## src/rtl/llsc_pkg.sv

```systemverilog
// Shared definitions for the reservation monitor.
// Assumes a two-bit opcode per hart request.
package llsc_pkg;
    typedef enum logic [1:0] {
        OP_LOAD  = 2'b00,
        OP_LL    = 2'b01,
        OP_STORE = 2'b10,
        OP_SC    = 2'b11
    } llsc_op_e;
endpackage

```

## src/rtl/llsc_slot_bank.sv

```systemverilog
// Reservation slots of one hart.
// Reports whether the queried line is held, applies clears and allocates on load-linked.
// Assumes at most one of set_en / own_clr_en is high per cycle (one op per hart).
module llsc_slot_bank #(
    parameter int SLOTS = 2,
    parameter int TW    = 12,
    parameter int KILLS = 6
) (
    input  logic                clk,
    input  logic                rst_n,
    input  logic [TW-1:0]       query_tag,
    output logic                hit,
    input  logic                set_en,
    input  logic [TW-1:0]       set_tag,
    input  logic                own_clr_en,
    input  logic                ctx_clr,
    input  logic [KILLS-1:0]    kill_valid,
    input  logic [KILLS*TW-1:0] kill_tag
);
    localparam int VPW = (SLOTS > 1) ? $clog2(SLOTS) : 1;

    logic [SLOTS-1:0] vld_q, vld_nx, slot_hit, killed, keep;
    logic [TW-1:0]    tag_q [SLOTS];
    logic [VPW-1:0]   victim_q, alloc_idx;
    logic             set_blocked, do_set, replace;

    // Which slots hold the queried line
    always_comb begin
        for (int s = 0; s < SLOTS; s++)
            slot_hit[s] = vld_q[s] && (tag_q[s] == query_tag);
        hit = |slot_hit;
    end

    // Clearing events against held lines and against the line being linked
    always_comb begin
        set_blocked = ctx_clr;
        for (int s = 0; s < SLOTS; s++) begin
            killed[s] = 1'b0;
            for (int k = 0; k < KILLS; k++)
                if (kill_valid[k] && kill_tag[k*TW +: TW] == tag_q[s])
                    killed[s] = 1'b1;
            keep[s] = vld_q[s] && !killed[s] && !ctx_clr && !(own_clr_en && slot_hit[s]);
        end
        for (int k = 0; k < KILLS; k++)
            if (kill_valid[k] && kill_tag[k*TW +: TW] == set_tag)
                set_blocked = 1'b1;
    end

    // Slot choice: same line, else lowest free, else victim pointer
    always_comb begin
        logic found;
        found     = 1'b0;
        alloc_idx = victim_q;
        replace   = 1'b1;
        for (int s = 0; s < SLOTS; s++)
            if (!found && keep[s] && tag_q[s] == set_tag) begin
                found = 1'b1; alloc_idx = VPW'(s); replace = 1'b0;
            end
        for (int s = 0; s < SLOTS; s++)
            if (!found && !keep[s]) begin
                found = 1'b1; alloc_idx = VPW'(s); replace = 1'b0;
            end
        do_set = set_en && !set_blocked;
        vld_nx = keep;
        if (do_set)
            vld_nx[alloc_idx] = 1'b1;
    end

    // Valid bits and victim pointer
    always_ff @(posedge clk) begin
        if (!rst_n) begin
            vld_q    <= '0;
            victim_q <= '0;
        end else begin
            vld_q <= vld_nx;
            if (do_set && replace)
                victim_q <= (victim_q == VPW'(SLOTS-1)) ? '0 : victim_q + 1'b1;
        end
    end

    // Line tag capture on allocation
    always_ff @(posedge clk) begin
        if (do_set)
            tag_q[alloc_idx] <= set_tag;
    end
endmodule

```

## src/rtl/llsc_sc_resolve.sv

```systemverilog
// Decides which store-conditionals commit this cycle and which writes reach memory.
// Assumes hit[] reflects reservation state at the start of the cycle.
module llsc_sc_resolve #(
    parameter int HARTS = 4,
    parameter int TW    = 12
) (
    input  logic [HARTS-1:0]    is_sc,
    input  logic [HARTS-1:0]    is_st,
    input  logic [HARTS-1:0]    hit,
    input  logic [HARTS*TW-1:0] tag,
    input  logic [HARTS-1:0]    ctx,
    input  logic                ext_valid,
    input  logic [TW-1:0]       ext_tag,
    input  logic                evc_valid,
    input  logic [TW-1:0]       evc_tag,
    output logic [HARTS-1:0]    sc_ok,
    output logic [HARTS-1:0]    commit
);
    logic [HARTS-1:0] blocked, cand;

    // Same-cycle events that void a store-conditional
    always_comb begin
        for (int h = 0; h < HARTS; h++) begin
            blocked[h] = ctx[h]
                       || (ext_valid && ext_tag == tag[h*TW +: TW])
                       || (evc_valid && evc_tag == tag[h*TW +: TW]);
            for (int j = 0; j < HARTS; j++)
                if (j != h && is_st[j] && tag[j*TW +: TW] == tag[h*TW +: TW])
                    blocked[h] = 1'b1;
            cand[h] = is_sc[h] && hit[h] && !blocked[h];
        end
    end

    // Lowest-numbered candidate per line wins
    always_comb begin
        for (int h = 0; h < HARTS; h++) begin
            sc_ok[h] = cand[h];
            for (int j = 0; j < h; j++)
                if (cand[j] && tag[j*TW +: TW] == tag[h*TW +: TW])
                    sc_ok[h] = 1'b0;
            commit[h] = is_st[h] || sc_ok[h];
        end
    end
endmodule

```

## src/rtl/llsc_monitor.sv

```systemverilog
// Top of the reservation monitor.
// Decodes hart requests, holds per-hart slot banks, resolves store-conditionals
// and registers responses and the per-hart write port.
// Assumes one request per hart per cycle and line size a power of two.
module llsc_monitor #(
    parameter int HARTS      = 4,
    parameter int SLOTS      = 2,
    parameter int AW         = 16,
    parameter int DW         = 32,
    parameter int LINE_BYTES = 16
) (
    input  logic                clk,
    input  logic                rst_n,
    input  logic [HARTS-1:0]    req_valid,
    input  logic [HARTS*2-1:0]  req_op,
    input  logic [HARTS*AW-1:0] req_addr,
    input  logic [HARTS*DW-1:0] req_wdata,
    input  logic                ext_wr_valid,
    input  logic [AW-1:0]       ext_wr_addr,
    input  logic                evict_valid,
    input  logic [AW-1:0]       evict_addr,
    input  logic [HARTS-1:0]    ctx_switch,
    output logic [HARTS-1:0]    rsp_valid,
    output logic [HARTS-1:0]    rsp_sc_ok,
    output logic [HARTS-1:0]    mem_we,
    output logic [HARTS*AW-1:0] mem_addr,
    output logic [HARTS*DW-1:0] mem_wdata
);
    import llsc_pkg::*;

    localparam int OFF   = $clog2(LINE_BYTES);
    localparam int TW    = AW - OFF;
    localparam int KILLS = HARTS + 2;

    logic [HARTS-1:0]    is_ll, is_sc, is_st, hit, sc_ok, commit;
    logic [HARTS*TW-1:0] tag;
    logic [TW-1:0]       ext_tag, evc_tag;
    logic [KILLS-1:0]    kill_valid;
    logic [KILLS*TW-1:0] kill_tag;

    // Request decode and line extraction
    always_comb begin
        for (int h = 0; h < HARTS; h++) begin
            is_ll[h] = req_valid[h] && llsc_op_e'(req_op[h*2 +: 2]) == OP_LL;
            is_sc[h] = req_valid[h] && llsc_op_e'(req_op[h*2 +: 2]) == OP_SC;
            is_st[h] = req_valid[h] && llsc_op_e'(req_op[h*2 +: 2]) == OP_STORE;
            tag[h*TW +: TW] = req_addr[h*AW+OFF +: TW];
        end
        ext_tag = ext_wr_addr[AW-1:OFF];
        evc_tag = evict_addr[AW-1:OFF];
    end

    // Clearing event list seen by every slot bank
    always_comb begin
        kill_valid[0]        = ext_wr_valid;
        kill_tag[0 +: TW]    = ext_tag;
        kill_valid[1]        = evict_valid;
        kill_tag[TW +: TW]   = evc_tag;
        for (int h = 0; h < HARTS; h++) begin
            kill_valid[2+h]          = commit[h];
            kill_tag[(2+h)*TW +: TW] = tag[h*TW +: TW];
        end
    end

    llsc_sc_resolve #(.HARTS(HARTS), .TW(TW)) resolve_i (
        .is_sc(is_sc), .is_st(is_st), .hit(hit), .tag(tag), .ctx(ctx_switch),
        .ext_valid(ext_wr_valid), .ext_tag(ext_tag),
        .evc_valid(evict_valid), .evc_tag(evc_tag),
        .sc_ok(sc_ok), .commit(commit)
    );

    for (genvar h = 0; h < HARTS; h++) begin : g_bank
        llsc_slot_bank #(.SLOTS(SLOTS), .TW(TW), .KILLS(KILLS)) bank_i (
            .clk(clk), .rst_n(rst_n),
            .query_tag(tag[h*TW +: TW]), .hit(hit[h]),
            .set_en(is_ll[h]), .set_tag(tag[h*TW +: TW]),
            .own_clr_en(is_sc[h]), .ctx_clr(ctx_switch[h]),
            .kill_valid(kill_valid), .kill_tag(kill_tag)
        );
    end

    // Registered responses and write port
    always_ff @(posedge clk) begin
        if (!rst_n) begin
            rsp_valid <= '0;
            rsp_sc_ok <= '0;
            mem_we    <= '0;
            mem_addr  <= '0;
            mem_wdata <= '0;
        end else begin
            rsp_valid <= req_valid;
            rsp_sc_ok <= sc_ok;
            mem_we    <= commit;
            mem_addr  <= req_addr;
            mem_wdata <= req_wdata;
        end
    end
endmodule

```

## config.mk

```make
export PLATFORM = sky130hd
export DESIGN_NAME = llsc_monitor
export DESIGN_NICKNAME = d
export VERILOG_FILES = /design/src/rtl/llsc_pkg.sv /design/src/rtl/llsc_slot_bank.sv /design/src/rtl/llsc_sc_resolve.sv /design/src/rtl/llsc_monitor.sv
export SDC_FILE = /design/constraint.sdc
export NUM_CORES = 1
export LEC_CHECK = 0
export BUFFER_PORTS_ARGS = -buffer_cell sky130_fd_sc_hd__buf_4
export CAP_MARGIN = 25
export CORE_MARGIN = 3
export CORE_UTILIZATION = 40
export CTS_BUF_LIST = sky130_fd_sc_hd__clkbuf_4
export CTS_CLUSTER_SIZE = 25
export DETAILED_ROUTE_END_ITERATION = 16
export GPL_ROUTABILITY_DRIVEN = 1
export PLACE_DENSITY_LB_ADDON = 0.2
export REMOVE_ABC_BUFFERS = 1
export SYNTH_ARGS = -nofsm -noshare
export SYNTH_HDL_FRONTEND = slang
export SYNTH_HIERARCHICAL = 1
export SYNTH_SLANG_ARGS = --single-unit
```

## constraint.sdc

```tcl
create_clock -name clk -period 6.77 [get_ports clk]
set_clock_uncertainty 0.15 [all_clocks]
set_input_delay 1.354 -clock clk [delete_from_list [all_inputs] [get_ports clk]]
set_output_delay 1.354 -clock clk [all_outputs]
set_load 0.05 [all_outputs]
```

==> impl_results.md <==
- Logic gate share of total power: 28.0%
- Placed cell count: 3670
- Register area share after synthesis: 29.3%
- Vias in the first global route: 22623
- Reg2Reg Launch Point: g_bank[0].bank_i/tag_q[0][1]
- Pre-antenna DRT Iters: 7
- Worst rel slew slack: 48.9%
- Fin crit share: 82.4%
- Lkg Pwr: 10.5 nW
- H-tree Lvls: 3
- Worst Path Required: 7.11 ns
- Vias: 21998
- CTS Root Cell: clkbuf_4
- Top post-synthesis cells by area: xnor2_1 (32%), dfxtp_1 (18%), xor2_1 (12%)
- # hold bufs at CTS: 0
- # Max-Cap Violations: 0
- Hpwl dp: just under 70 mm
- Placed instance area: 28000 um2
- Worst setup EP type: flop
- Post-synth EDFFs: 96
- Initial Util: 40.6%
- Post-Synthesis Cell Area: 24600 um2
- Post-synth top area cell: xnor2_1
- Global-route usage over all layers: 31.4%
- First-pass GRT wire length: 150 mm
- Top_reg_cell synth: dfxtp_1
- Final TNS setup: 0 ns
- Ys Warns: 6
- Total power: 5.22 mW
- Syn Area/Cell: 9.53 um2
- Top-area cell type share of the netlist area: 31.6%
- Share of flip-flops with an asynchronous set or reset: 0%
- Iteration-0 DRC Markers: 2227
- Vias per std cell: 5.74
- Startpoint class of the critical path: input pin
- RSZ-0062 raised after global routing: false
- DIE HEIGHT: roughly 250 um
- Pwr Density: ~180 nW/um2
- CP cell instances: buf_4 > xnor2_1 > nand4_1 > nor4_1 > or2_2 > nand2_1 > or4_4 > a221o_2 > o21ai_0 > o31ai_2 > buf_4 > nand2_1 > nor4_1 > nor4_1 > nand4_2 > o21ai_0 > and3b_1
- Distinct cells, synth: 46
- Die width: 254 um
- Max-slew violation count: 0
- Routed WL: 103 mm
- Sequential share of power: 39.0%
- Internal: around 3.4 mW
- Final WS setup: 1.19 ns
- Worst-Margin Slew: 0.767 ns
- R2R Path End: g_bank[1].bank_i/tag_q[1][5]
- Tmin final: 5.58 ns
- Worst Setup Path Type: input pin to flop
- Hold Crit Depth: 2
- Post-layout utilization of the core: 48.1%
- Yosys reg bits: 312
- Status: finished, final reports clean
- Hold Path Class: flop to flop
- Number of remaining DRC errors: 0
- Net Sw Frac: 34.8%
- Min-delay src: g_bank[2].bank_i/victim_q
- CP dominant cell by count: nor4_1
- Post-CTS setup buffers: 0
- Initial antenna violation count: 6
- Clock Power Share: 33.0%
- Longest Clk Path Bufs: 3
- TritonCTS clock tree: built
- P&R area growth vs syn: 18.4%
- Post-CTS resize count: 0
- Worst slack at placement: 0.407 ns
- Total grt overflow: 0
- WHS: 0.321 ns
- Sw power: 1.82 mW
- Core area: just over 60000 um2
- Reg-to-reg slack, setup: between 1 and 1.5 ns
- Routed Antenna Nets: 0
- Post-Layout Cell Count: 3835
- CP max FO: 14
- Worst Hold End: g_bank[2].bank_i/victim_q
- Fin. Hold Viols: 0
- TritonCTS buffer count: 89
- Num ports: 448
- CP Data Arrival Time: about 6 ns
- Maximum VDD drop: about 0.00016 V
- Slowest stage cell on the critical path: or4_4
- Synthesized instance count: 2583
- Setup violators final: 0
- R2R cell count: 16
- Worst-path clk slew: 0.06 ns
- Share of post-route cells with drive strength above 1: between 20 and 25%
- Port Buffers: 439
- Maximum clock rate: 0.179 GHz
- Final Instance Area: 29100 um2
- Largest net degree at the start of global routing: slightly above 90
- CTS Sinks: approximately 310
- Routed len/inst: 27.0 um
- Final #Nets: 3223
- Row cnt: 90
- Worst skew pair latency: 0.87 ns
- GP Congestion: 0.985
- CP peak stage delay: 0.57 ns
- Die ar.: 64500 um2
## cells in the final DEF (no fill, tap or decap), types with 5 or more instances in the layout
master,instances
a21oi_1,5
a41oi_1,21
and2_1,209
and3_1,9
and3b_1,12
buf_4,535
clkbuf_4,123
clkinv_1,21
clkinv_2,8
dfxtp_1,216
diode_2,7
edfxtp_1,96
nand2_1,76
nand2b_1,16
nand3_1,67
nand4_1,172
nor3_1,6
nor4_1,148
o21ai_0,5
o21bai_1,5
or2_2,5
xnor2_1,889
xor2_1,335
## worst max-delay path, delay by kind of cell
kind                   cells  cell delay [ns]
AND/OR/NAND/NOR           10             2.84
AO/OA/AOI/OAI              4             1.01
buffers and inverters      2             0.54
XOR/XNOR                   1             0.16
## registers in the layout, summed over array words and instances, names as in the netlist
signal                  cells
rsp_valid                   4
g_bank.bank_i/victim_q      4
rsp_sc_ok                   4
g_bank.bank_i/tag_q        96
mem_we                      4
mem_addr                   64
g_bank.bank_i/vld_q         8
mem_wdata                 128
## cell usage after synthesis, types with 3 or more instances
| library cell | instances |
|---|---|
| xnor2_1 | 889 |
| xor2_1 | 335 |
| dfxtp_1 | 216 |
| and2_1 | 209 |
| nand4_1 | 172 |
| nor4_1 | 148 |
| buf_2 | 127 |
| edfxtp_1 | 96 |
| nand2_1 | 76 |
| nand3_1 | 67 |
| buf_6 | 58 |
| buf_4 | 32 |
| a41oi_1 | 21 |
| nand2b_1 | 16 |
| clkbuf_2 | 14 |
| and3b_1 | 12 |
| and3_1 | 9 |
| nor3_1 | 6 |
| a21oi_1 | 5 |
| o21ai_0 | 5 |
| o21bai_1 | 5 |
| o31ai_1 | 5 |
| or2_2 | 5 |
| a2111oi_2 | 4 |
| a21boi_0 | 4 |
| and2b_1 | 4 |
| mux2i_1 | 4 |
| nand4_2 | 4 |
| nor2_1 | 4 |
| nor4_2 | 4 |
| o211ai_2 | 4 |
| o22a_1 | 4 |
| o41ai_1 | 4 |
| inv_1 | 3 |
## worst max path at each step
| stage | slack [ns] | cells past startpoint | start | endpoint |
|---|---|---|---|---|
| floorplan | 1.19 | 15 | req_addr[7] | g_bank[0].bank_i/tag_q[0][0] |
| global placement | 0.49 | 17 | req_addr[15] | g_bank[2].bank_i/tag_q[1][1] |
| detailed placement | 0.41 | 17 | req_addr[15] | g_bank[1].bank_i/tag_q[1][4] |
| CTS | 1.29 | 16 | g_bank[0].bank_i/tag_q[0][1] | g_bank[1].bank_i/tag_q[1][8] |
| global route | 0.97 | 16 | g_bank[0].bank_i/tag_q[0][1] | g_bank[2].bank_i/tag_q[1][11] |
| finish | 1.19 | 17 | req_addr[15] | g_bank[1].bank_i/tag_q[1][5] |
## power groups by stage
stage	Sequential [mW]	Combinational (mW)	Clock, mW
after floorplan	2.29	0.530	0
after global placement	2.08	1.41	0
after detailed placement	2.08	1.44	0
after CTS	2.04	1.44	1.80
after global routing	2.04	1.53	1.89
final	2.04	1.46	1.72
## cells by family (layout without fill, tap and decap cells)
family | after synthesis | after routing | share of synthesized area, %
other cells | 0 | 7 | 0
xor+xnor | 1224 | 1224 | 43.6
mux | 4 | 4 | 0.163
buf+inv | 234 | 697 | 6.54
compound gates | 68 | 68 | 2.37
simple gates | 741 | 741 | 18.1
flops | 312 | 312 | 29.3
## layer usage
| metal | share of wire (%) | up-vias | global-route usage [%] | wire (um) |
|---|---|---|---|---|
| li1 | - | 9439 | - | - |
| met1 | 37 | 10512 | 37.4 | 37800 |
| met2 | 46 | 1572 | 50.9 | 47900 |
| met3 | 11 | 473 | 8.70 | 11500 |
| met4 | 6.0 | 2 | 17.7 | 6250 |
| met5 | 0.014 | - | 0 | 15 |
## cell type report
class	instances	area, um2
clock buffers	123	923
fillers	5756	31500
repair buffers	536	4030
clock inverters	35	169
inverters	3	11.3
flip-flops and latches	312	7210
multi-input cells	2037	15800
diodes	7	17.5
well taps	782	978
Power figures use the tool's default switching activity.
